File: config.mk
export PLATFORM = sky130hd
export DESIGN_NAME = iowr_capture
export DESIGN_NICKNAME = d
export VERILOG_FILES = /design/src/rtl/iowr_pkg.sv /design/src/rtl/iowr_decode.sv /design/src/rtl/iowr_hold.sv /design/src/rtl/iowr_capture.sv
export SDC_FILE = /design/constraint.sdc
export NUM_CORES = 1
export LEC_CHECK = 0
export BUFFER_PORTS_ARGS = -buffer_cell sky130_fd_sc_hd__buf_2
export CAP_MARGIN = 0
export CORE_MARGIN = 2
export CORE_UTILIZATION = 40
export DETAILED_ROUTE_END_ITERATION = 16
export PLACE_DENSITY = 0.77
export SYNTH_ARGS = -nofsm -noshare
export SYNTH_HDL_FRONTEND = slang
export SYNTH_HIERARCHICAL = 1
export SYNTH_SLANG_ARGS = --single-unit
File: constraint.sdc
create_clock -name clk -period 1.38 [get_ports clk]
set_input_delay 0.138 -clock clk [delete_from_list [all_inputs] [get_ports clk]]
set_output_delay 0.138 -clock clk [all_outputs]
set_load 0.1 [all_outputs]
File: src/rtl/iowr_pkg.sv
package iowr_pkg;
   typedef enum logic {
      EDGE_FALL = 1'b0,
      EDGE_RISE = 1'b1
   } edge_e;

   localparam int unsigned DEF_ADDR_W = 16;
   localparam int unsigned DEF_DATA_W = 16;
endpackage

File: src/rtl/iowr_decode.sv
module iowr_decode #(
   parameter int unsigned ADDR_W = 16,
   parameter logic [ADDR_W-1:0] MATCH = 'h0280
) (
   input  logic              clk,
   input  logic              rst,
   input  logic [ADDR_W-1:0] addr,
   input  logic              aen,
   output logic              sel_q
);
   logic [ADDR_W-1:0] bit_ok;

   for (genvar i = 0; i < ADDR_W; i++) begin : g_cmp
      assign bit_ok[i] = ~(addr[i] ^ MATCH[i]);
   end

   always_ff @(posedge clk) begin
      if (rst) sel_q <= 1'b0;
      else     sel_q <= (&bit_ok) & ~aen;
   end
endmodule

File: src/rtl/iowr_hold.sv
module iowr_hold #(
   parameter int unsigned DATA_W = 16,
   parameter iowr_pkg::edge_e CAP_EDGE = iowr_pkg::EDGE_FALL
) (
   input  logic              clk,
   input  logic              rst,
   input  logic              sel,
   input  logic              iow_n,
   input  logic [DATA_W-1:0] data,
   input  logic              done,
   output logic [DATA_W-1:0] word_q,
   output logic              permit_q
);
   logic [DATA_W-1:0] word_nx;
   logic              permit_nx;
   logic              take;

   assign take = sel & ~iow_n & ~permit_q;

   always_comb begin
      word_nx   = word_q;
      permit_nx = permit_q;
      if (rst) begin
         word_nx   = '0;
         permit_nx = 1'b0;
      end else if (permit_q) begin
         if (done) permit_nx = 1'b0;
      end else if (take) begin
         word_nx   = data;
         permit_nx = 1'b1;
      end
   end

   if (CAP_EDGE == iowr_pkg::EDGE_FALL) begin : g_fall
      always_ff @(negedge clk) begin
         word_q   <= word_nx;
         permit_q <= permit_nx;
      end
   end else begin : g_rise
      always_ff @(posedge clk) begin
         word_q   <= word_nx;
         permit_q <= permit_nx;
      end
   end
endmodule

File: src/rtl/iowr_capture.sv
module iowr_capture #(
   parameter int unsigned ADDR_W = iowr_pkg::DEF_ADDR_W,
   parameter int unsigned DATA_W = iowr_pkg::DEF_DATA_W,
   parameter logic [ADDR_W-1:0] PORT_ADDR = 'h0280,
   parameter iowr_pkg::edge_e CAP_EDGE = iowr_pkg::EDGE_FALL
) (
   input  logic              clk,
   input  logic              rst,
   input  logic [ADDR_W-1:0] bus_addr,
   input  logic              bus_aen,
   input  logic              bus_iow_n,
   input  logic [DATA_W-1:0] bus_data,
   input  logic              conv_done,
   output logic              cs16_n,
   output logic              word_drv,
   output logic [DATA_W-1:0] word_q,
   output logic              permit
);
   if (ADDR_W < 1 || ADDR_W > 32) begin : g_bad_addr_w
      $error("iowr_capture: ADDR_W out of range");
   end
   if (DATA_W < 1 || DATA_W > 64) begin : g_bad_data_w
      $error("iowr_capture: DATA_W out of range");
   end

   logic en_q;

   iowr_decode #(.ADDR_W(ADDR_W), .MATCH(PORT_ADDR)) u_dec (
      .clk(clk), .rst(rst), .addr(bus_addr), .aen(bus_aen), .sel_q(en_q)
   );

   iowr_hold #(.DATA_W(DATA_W), .CAP_EDGE(CAP_EDGE)) u_hold (
      .clk(clk), .rst(rst), .sel(en_q), .iow_n(bus_iow_n), .data(bus_data),
      .done(conv_done), .word_q(word_q), .permit_q(permit)
   );

   assign cs16_n   = ~en_q;
   assign word_drv = en_q;
endmodule

# ---- Yosys cells after proc, flatten, opt, wreduce, memory -nomap -nowiden
# Cells that the tools add are included.
dict set report totals {
  register_bits 18
  inputBits 37
  out_inout_bits 19
  elab_cells 29
}
dict set report op_classes {
  muxes 3
  bitwise_logic 21
  n_reduce_logical 2
}
# cell count
set ops {}
lappend ops {{$not A1 Y1} 18}
lappend ops {{$reduce_and A16 Y1} 1}
lappend ops {{$and A1 B1 Y1} 3}
lappend ops {{$mux W1} 3}
lappend ops {{$reduce_and A2 Y1} 1}

# ---- Depth between registers and ports, before layout
# Gate-level depths: netlist (run 1).
dict set report logic_depth {
  word_depth 5
  mapped_depth 4
  depth_no_buf 3
}

# ---- Modules after synthesis
# The synthesis (run 1) kept the hierarchy.
# module n_inst cells_each area_per_inst_um2 seq_area_each_um2
set modules_own_cells {}
lappend modules_own_cells {iowr_hold 1 74 775.7 340.3}
lappend modules_own_cells {iowr_decode 1 8 65.1 20.0}
lappend modules_own_cells {iowr_capture 1 1 3.8 0.0}

==> impl_metrics.env, run 1 <==
export IMPL_clk_pin_slew_worst_paths_ns=0.12
export IMPL_cp_arrival_ns=1.36
export IMPL_cp_required_ns=0.97
export IMPL_die_h_um=50.0
export IMPL_outcome="complete, but fails checks"
export IMPL_row_count=16
export IMPL_max_cap_violations=0
export IMPL_first_pass_iters=4
export IMPL_fp_dieArea_um2=2500
export IMPL_rsz0062_at_grt="true"
export IMPL_via_per_inst=4.56
export IMPL_netSwitchingPower_w=0.000368
export IMPL_wl_um=2590
export IMPL_finalSetupViolCount=34
export IMPL_synthesis_instances=83
export IMPL_seq_power_share_pct=45.6
export IMPL_clockBufferDepth=2
export IMPL_clock_sinks=18
export IMPL_synth_cell_area_um2=845
export IMPL_antenna_cells=0
export IMPL_grt_usage_pct=22.3
export IMPL_core_area_um2=1980
export IMPL_drtAntennaViolNets=0
export IMPL_p_leak_nw=0.720
export IMPL_dp_cells=162
export IMPL_worstSetupEndpointType="flop"
export IMPL_dp_hpwl_um=1630
export IMPL_totalPowerFinal_w=0.00110
export IMPL_p_sw_share_pct=33.5
export IMPL_criticalPathCategory="reg2reg"
export IMPL_power_density_nw_per_um2=682
export IMPL_die_w_um=50.0
export IMPL_antenna_found_initial=0
export IMPL_post_drt_wl_per_cell_um=13.6
export IMPL_fin_cells=191
export IMPL_drc=0
export IMPL_syn_avg_cell_area_um2=10.2
export IMPL_drv_slew=0
export IMPL_grt_overflow_total=0
export IMPL_worst_pin_slew_ns=0.487
export IMPL_nNetsFinal=202
export IMPL_fin_skew_ns=0.0711
export IMPL_drt_iter0_drc=11
export IMPL_hold_viol=0
export IMPL_synth_distinct_cells=15
export IMPL_critPathMaxFanout=8
export IMPL_synth_nets=120
export IMPL_vdd_ir_drop_max_v=0.000800
export IMPL_setup_ws_ns=-0.391
export IMPL_utilization_pct=81.3
export IMPL_grt_pass1_vias=908
export IMPL_setup_tns_ns=-11.43
export IMPL_cts_tree="done"
export IMPL_syn_to_final_growth_pct=90.7
export IMPL_combPwrFrac_pct=8.3
export IMPL_violations="setup timing"
export IMPL_final_cell_mix="buf_2 (37), nand2b_1 (32), inv_1 (18)"
export IMPL_start_util_pct=42.6
export IMPL_clock_power_share_pct=46.1
export IMPL_yosysWarnings=6
export IMPL_drive_gt1_share_pct=56.1
export IMPL_gp_congestion=0.712
export IMPL_io_buffers=55
export IMPL_htreeDepth=1
export IMPL_relSlewSlack_pct=67.7
export IMPL_cts_root_buf="clkbuf_4"
export IMPL_finalHoldWorstSlack_ns=0.0680
export IMPL_grt_pass1_wl_um=4060
export IMPL_start_kind="flop"
export IMPL_layout_commonest_cell="buf_2"
export IMPL_grt_max_degree=35
export IMPL_vias=871
export IMPL_internal_power_w=0.000731
export IMPL_synth_seq_cells=18
export IMPL_clock_latency_ns=0.38
export IMPL_numCtsBuffers=3
export IMPL_hp_class="in2reg"
export IMPL_ios=56
export IMPL_seq_area_frac_synth_pct=42.7
==> cell families after synthesis <==
| group | after synthesis | synth area share, % |
|---|---|---|
| and+or+nand+nor | 41 | 31.3 |
| DFF | 18 | 42.7 |
| muxes | 16 | 19.0 |
| buffers and inverters | 7 | 5.93 |
| AOI/OAI and AO/OA | 1 | 1.19 |
==> area by class of cell <==
class / instances / area, um^2
Multi-Input combinational cell: 58 / 450
Clock inverter: 18 / 68.8
Tap cell: 27 / 33.8
Clock buffer: 3 / 22.5
Inverter: 1 / 3.75
Timing Repair Buffer: 66 / 623
Sequential cell: 18 / 408
Fill cell: 115 / 372
==> power groups by stage <==
stage | Clock (W) | Combinational [W] | Sequential (W)
after global placement | 0.0000794 | 0.0000848 | 0.000515
after CTS | 0.000499 | 0.0000893 | 0.000504
final | 0.000506 | 0.0000913 | 0.000502
after global routing | 0.000568 | 0.000100 | 0.000500
after detailed placement | 0.0000794 | 0.0000881 | 0.000515
after floorplan | 0.0000794 | 0.0000337 | 0.000515
==> path summary, 6_finish.rpt <==
path	from	end	slack (ns)	cells past startpoint
worst max-delay path	u_dec/sel_q	u_hold/word_q[3]	-0.39	3
worst min-delay path	bus_addr[1]	u_dec/sel_q	0.07	3
worst max register to register	u_dec/sel_q	u_hold/word_q[3]	-0.39	3
worst min register to register	u_hold/word_q[6]	u_hold/word_q[6]	0.50	2
==> metrics by stage <==
| stage | cell area [um^2] | setup slack, ns |
|---|---|---|
| global route | 1610 | -0.444 |
| global placement | 1420 | -0.328 |
| finish | 1610 | -0.391 |
| detailed placement | 1420 | -0.404 |
| floorplan | 875 | -0.589 |
| CTS | 1590 | -0.386 |
==> synth_stat cells <==
cell | instances | share of area [%]
o21ba_2 | 1 | 1.2
clkbuf_1 | 3 | 1.3
buf_12 | 1 | 2.4
nand3_1 | 1 | 0.59
nor4_1 | 3 | 2.2
inv_1 | 2 | 0.89
nor3_2 | 1 | 1.2
buf_6 | 1 | 1.3
nor2b_1 | 1 | 0.74
nand2b_1 | 32 | 24
or4_1 | 1 | 0.89
dfxtp_1 | 18 | 43
nand2_1 | 1 | 0.44
nor3b_2 | 1 | 1.5
mux2i_1 | 16 | 19
==> state kept, by name, indices dropped and copies added, names as in the netlist <==
signal and flops:
u_hold/word_q 16, u_dec/sel_q 1, u_hold/permit_q 1
==> timing repair <==
item	CTS	global route
hold buffers	0	0
setup endpoints to repair	34	34
pin swaps	0	1
setup buffers	7	2
gates resized for setup	15	2
==> routing by layer <==
metal,vias to the layer above,GRT usage [%],wire [um]
met3,9,3.33,98
met2,34,40.0,1460
met1,394,23.1,943
met5,-,0,0
met4,0,16.7,93
li1,434,-,-
==> critical path: stages (launching register included) <==
cell and delay, ns:
dfxtp_4 0.36, nor3b_4 0.25, buf_6 0.20, mux2i_1 0.24
(Power assumes the default switching activity.)
==> run 2: changes to the inputs <==
Settings changed: RECOVER_POWER set to 25.
==> impl_metrics.env, run 2 (synthesized netlist as in run 1, its figures left out) <==
export IMPL_first_pass_iters=4
export IMPL_utilization_pct=81.3
export IMPL_clk_pin_slew_worst_paths_ns=0.12
export IMPL_hp_class="in2reg"
export IMPL_fin_skew_ns=0.0648
export IMPL_grt_max_degree=35
export IMPL_post_drt_wl_per_cell_um=13.6
export IMPL_critPathMaxFanout=8
export IMPL_combPwrFrac_pct=8.3
export IMPL_start_kind="flop"
export IMPL_layout_commonest_cell="buf_2"
export IMPL_wl_um=2590
export IMPL_power_density_nw_per_um2=685
export IMPL_vdd_ir_drop_max_v=0.000801
export IMPL_largest_register="u_hold/word_q"
export IMPL_crit_family="flip-flops"
export IMPL_cp_required_ns=0.97
export IMPL_crit_path_max_incr_delay_ns=0.36
export IMPL_largestRegisters="u_hold/word_q x16, u_dec/sel_q x1, u_hold/permit_q x1"
export IMPL_largest_reg_flops=16
export IMPL_dp_hpwl_um=1630
export IMPL_relSlewSlack_pct=67.7
export IMPL_worstSetupEndpointType="flop"
export IMPL_finalSetupViolCount=34
export IMPL_totalPowerFinal_w=0.00110
export IMPL_ios=56
export IMPL_syn_to_final_growth_pct=90.7
export IMPL_gp_congestion=0.712
export IMPL_hold_viol=0
export IMPL_path_cells="nor3b_4 -> buf_6 -> mux2i_1"
export IMPL_antenna_cells=0
export IMPL_cts_hold_buf=0
export IMPL_core_area_um2=1980
export IMPL_grt_pass1_vias=908
export IMPL_seq_power_share_pct=45.4
export IMPL_critPathBufInv=1
export IMPL_final_cell_mix="buf_2 (36), nand2b_1 (32), inv_1 (18)"
export IMPL_io_buffers=55
export IMPL_fin_cells=191
export IMPL_antenna_found_initial=0
export IMPL_drt_iter0_drc=13
export IMPL_start_util_pct=42.6
export IMPL_die_w_um=50.0
export IMPL_rsz0062_at_grt="true"
export IMPL_final_area_um2=1610
export IMPL_setup_ws_ns=-0.391
export IMPL_fp_dieArea_um2=2500
export IMPL_criticalPathCategory="reg2reg"
export IMPL_p_sw_share_pct=33.8
export IMPL_drive_gt1_share_pct=56.1
export IMPL_die_h_um=50.0
export IMPL_numCtsBuffers=3
export IMPL_drc=0
export IMPL_drtAntennaViolNets=0
export IMPL_nNetsFinal=202
export IMPL_finalHoldWorstSlack_ns=0.0533
export IMPL_clock_sinks=18
export IMPL_htreeDepth=1
export IMPL_vias=862
export IMPL_grt_usage_pct=22.3
export IMPL_violations="setup timing"
export IMPL_cp_slowest_cell="dfxtp_4"
export IMPL_internal_power_w=0.000731
export IMPL_cp_arrival_ns=1.36
export IMPL_max_cap_violations=0
export IMPL_clock_power_share_pct=46.3
export IMPL_grt_overflow_total=0
export IMPL_dp_cells=162
export IMPL_netSwitchingPower_w=0.000373
export IMPL_clock_latency_ns=0.38
export IMPL_via_per_inst=4.51
export IMPL_clockBufferDepth=2
export IMPL_placed_cell_area_um2=1420
export IMPL_cts_tree="done"
export IMPL_worst_pin_slew_ns=0.487
export IMPL_grt_pass1_wl_um=4060
export IMPL_row_count=16
export IMPL_drv_slew=0
export IMPL_outcome="complete, but fails checks"
export IMPL_cts_root_buf="clkbuf_4"
export IMPL_p_leak_nw=0.720
run 2: cell types whose count changed in the layout (fill, tap and decap cells not counted):
cell | previous run | this run
buf_2 | 37 | 36
clkbuf_2 | 0 | 1
run 2: power groups by stage:
stage	registers [W]	logic [W]	clock network, W
floorplan	0.000515	0.0000337	0.0000794
global placement	0.000515	0.0000848	0.0000794
detailed placement	0.000515	0.0000881	0.0000794
CTS	0.000504	0.0000893	0.000499
global route	0.000500	0.000100	0.000568
finish	0.000501	0.0000914	0.000511
run 2: area by class of cell:
cell class	count	area, um^2
repair buffers	66	623
multi-input cells	58	450
flip-flops and latches	18	408
fillers	115	372
clock inverters	18	68.8
well taps	27	33.8
clock buffers	3	22.5
inverters	1	3.75
run 2: routing by layer:
metal / vias to the layer above / part of all wire [%] / track usage [%]
met5: - / 0 / 0
met4: 0 / 3.6 / 16.7
met3: 9 / 3.5 / 3.33
met2: 32 / 57 / 40.0
met1: 387 / 36 / 23.1
li1: 434 / - / -
run 2: through the flow:
stage	TNS [ns]	worst slack, ns
3_3_place_gp	-5.13	-0.328
6_report	-11.57	-0.391
4_1_cts	-11.12	-0.386
2_1_floorplan	-12.82	-0.589
5_1_grt	-12.73	-0.444
3_5_place_dp	-5.75	-0.404
run 2: final timing paths:
kind,start,depth (start not counted),end,slack [ns]
worst max-delay path,u_dec/sel_q,3,u_hold/word_q[3],-0.39
worst min register to register,u_hold/word_q[6],2,u_hold/word_q[6],0.50
worst max register to register,u_dec/sel_q,3,u_hold/word_q[3],-0.39
worst min-delay path,bus_addr[9],3,u_dec/sel_q,0.05
run 2: what timing repair did:
action	4_1_cts	5_1_grt
endpoints found under the setup margin	34	34
buffers inserted	7	2
pin swaps	0	1
resized for setup	15	2
run 2: worst reg2reg max path, cell delays in order, from the launching register on:
cell and delay (ns):
dfxtp_4 0.36, nor3b_4 0.25, buf_6 0.20, mux2i_1 0.23
==> run 3: changes to the inputs <==
Settings changed: BUFFER_PORTS_ARGS -buffer_cell sky130_fd_sc_hd__buf_2 to -buffer_cell sky130_fd_sc_hd__clkbuf_2.
==> impl_metrics.env, run 3 (synthesized netlist as in run 1, its figures left out) <==
export IMPL_outcome="complete, but fails checks"
export IMPL_violations="setup timing"
export IMPL_grt_overflow_total=0
export IMPL_combPwrFrac_pct=8.9
export IMPL_cp_required_ns=0.97
export IMPL_antenna_cells=0
export IMPL_htreeDepth=1
export IMPL_use_met2_pct=44.2
export IMPL_finalHoldWorstSlack_ns=0.0571
export IMPL_cts_tree="done"
export IMPL_finalSetupViolCount=34
export IMPL_relSlewSlack_pct=67.8
export IMPL_max_cap_violations=0
export IMPL_clockBufferDepth=2
export IMPL_largest_register="u_hold/word_q"
export IMPL_drive_gt1_share_pct=55.5
export IMPL_drv_slew=0
export IMPL_grt_busiest_layer="met2"
export IMPL_largestRegisters="u_hold/word_q x16, u_dec/sel_q x1, u_hold/permit_q x1"
export IMPL_layout_commonest_cell="clkbuf_2"
export IMPL_hold_viol=0
export IMPL_start_kind="flop"
export IMPL_clock_latency_ns=0.37
export IMPL_post_drt_wl_per_cell_um=13.8
export IMPL_grt_usage_pct=23.5
export IMPL_netSwitchingPower_w=0.000341
export IMPL_worst_pin_slew_ns=0.486
export IMPL_utilization_pct=81.5
export IMPL_use_met1_pct=22.1
export IMPL_totalPowerFinal_w=0.00113
export IMPL_vias=865
export IMPL_grt_max_degree=35
export IMPL_fp_dieArea_um2=2500
export IMPL_first_pass_iters=4
export IMPL_p_leak_nw=0.734
export IMPL_grt_pass1_vias=933
export IMPL_core_area_um2=1980
export IMPL_fin_skew_ns=0.0693
export IMPL_gp_congestion=0.715
export IMPL_syn_to_final_growth_pct=91.3
export IMPL_seq_power_share_pct=44.6
export IMPL_via_per_inst=4.53
export IMPL_largest_reg_flops=16
export IMPL_worstSetupEndpointType="flop"
export IMPL_vdd_ir_drop_max_v=0.000585
export IMPL_power_density_nw_per_um2=702
export IMPL_numCtsBuffers=3
export IMPL_cts_root_buf="clkbuf_4"
export IMPL_crit_path_max_incr_delay_ns=0.36
export IMPL_setup_tns_ns=-10.99
export IMPL_row_count=16
export IMPL_criticalPathCategory="reg2reg"
export IMPL_clock_power_share_pct=46.5
export IMPL_cp_slowest_cell="dfxtp_4"
export IMPL_clock_sinks=18
export IMPL_final_cell_mix="clkbuf_2 (36), nand2b_1 (32), inv_1 (18), buf_12 (18), mux2i_1 (15)"
export IMPL_internal_power_w=0.000793
export IMPL_cp_arrival_ns=1.34
export IMPL_drc=0
export IMPL_die_h_um=50.0
export IMPL_path_cells="nor3b_4 -> buf_6 -> mux2i_2"
export IMPL_crit_family="flip-flops"
export IMPL_rsz0062_at_grt="true"
export IMPL_nNetsFinal=202
export IMPL_use_met3_pct=8.48
export IMPL_drtAntennaViolNets=0
export IMPL_antenna_found_initial=0
export IMPL_critPathBufInv=1
export IMPL_ios=56
export IMPL_grt_pass1_wl_um=4310
export IMPL_die_w_um=50.0
export IMPL_io_buffers=55
export IMPL_post_place_ws_ns=-0.364
export IMPL_hp_class="in2reg"
export IMPL_drt_iter0_drc=10
export IMPL_p_sw_share_pct=30.1
export IMPL_start_util_pct=42.6
export IMPL_wl_um=2640
export IMPL_critPathMaxFanout=8
export IMPL_clk_pin_slew_worst_paths_ns=0.12
export IMPL_dp_hpwl_um=1770
export IMPL_setup_ws_ns=-0.371
## run 3: final timing paths
| path | start | to | slack, ns | depth (start not counted) |
|---|---|---|---|---|
| worst max-delay path | u_dec/sel_q | u_hold/word_q[0] | -0.37 | 3 |
| worst min-delay path | bus_addr[9] | u_dec/sel_q | 0.06 | 3 |
| worst max register to register | u_dec/sel_q | u_hold/word_q[0] | -0.37 | 3 |
| worst min register to register | u_hold/word_q[1] | u_hold/word_q[1] | 0.50 | 2 |
## run 3: worst register-to-register path, cell delays in order, from the launching register on
cell,delay [ns]
dfxtp_4,0.36
nor3b_4,0.24
buf_6,0.20
mux2i_2,0.23
## run 3: cell type report
class	instances	area [um^2]
Clock buffer	4	36.3
Sequential cell	18	403
Inverter	1	3.75
Tap cell	27	33.8
Fill cell	117	367
Multi-Input combinational cell	58	439
Timing Repair Buffer	66	636
Clock inverter	17	63.8
## run 3: per-stage QoR
stage | instance area (um^2) | std cells
after global placement | 1450 | 164
after global routing | 1620 | 191
after CTS | 1610 | 190
after detailed placement | 1450 | 164
after floorplan | 875 | 83
final | 1620 | 191
## run 3: power groups by stage
stage / Combinational (W) / Clock (W) / Sequential, W
2_1_floorplan: 0.0000337 / 0.0000794 / 0.000515
4_1_cts: 0.0000975 / 0.000546 / 0.000506
3_3_place_gp: 0.0000921 / 0.0000794 / 0.000515
5_1_grt: 0.000111 / 0.000607 / 0.000505
6_report: 0.000101 / 0.000527 / 0.000506
3_5_place_dp: 0.0000971 / 0.0000794 / 0.000515
## run 3: metal layers
metal	vias to the layer above	wire (um)
met5	-	0
met4	0	26
met3	2	161
met2	29	1510
met1	401	936
li1	433	-
## run 3: what timing repair did
action,CTS,global route
gates cloned,0,0
endpoints found under the setup margin,35,35
setup buffers,6,1
hold buffers,0,0
pin swaps,1,1
gates resized for setup,13,2
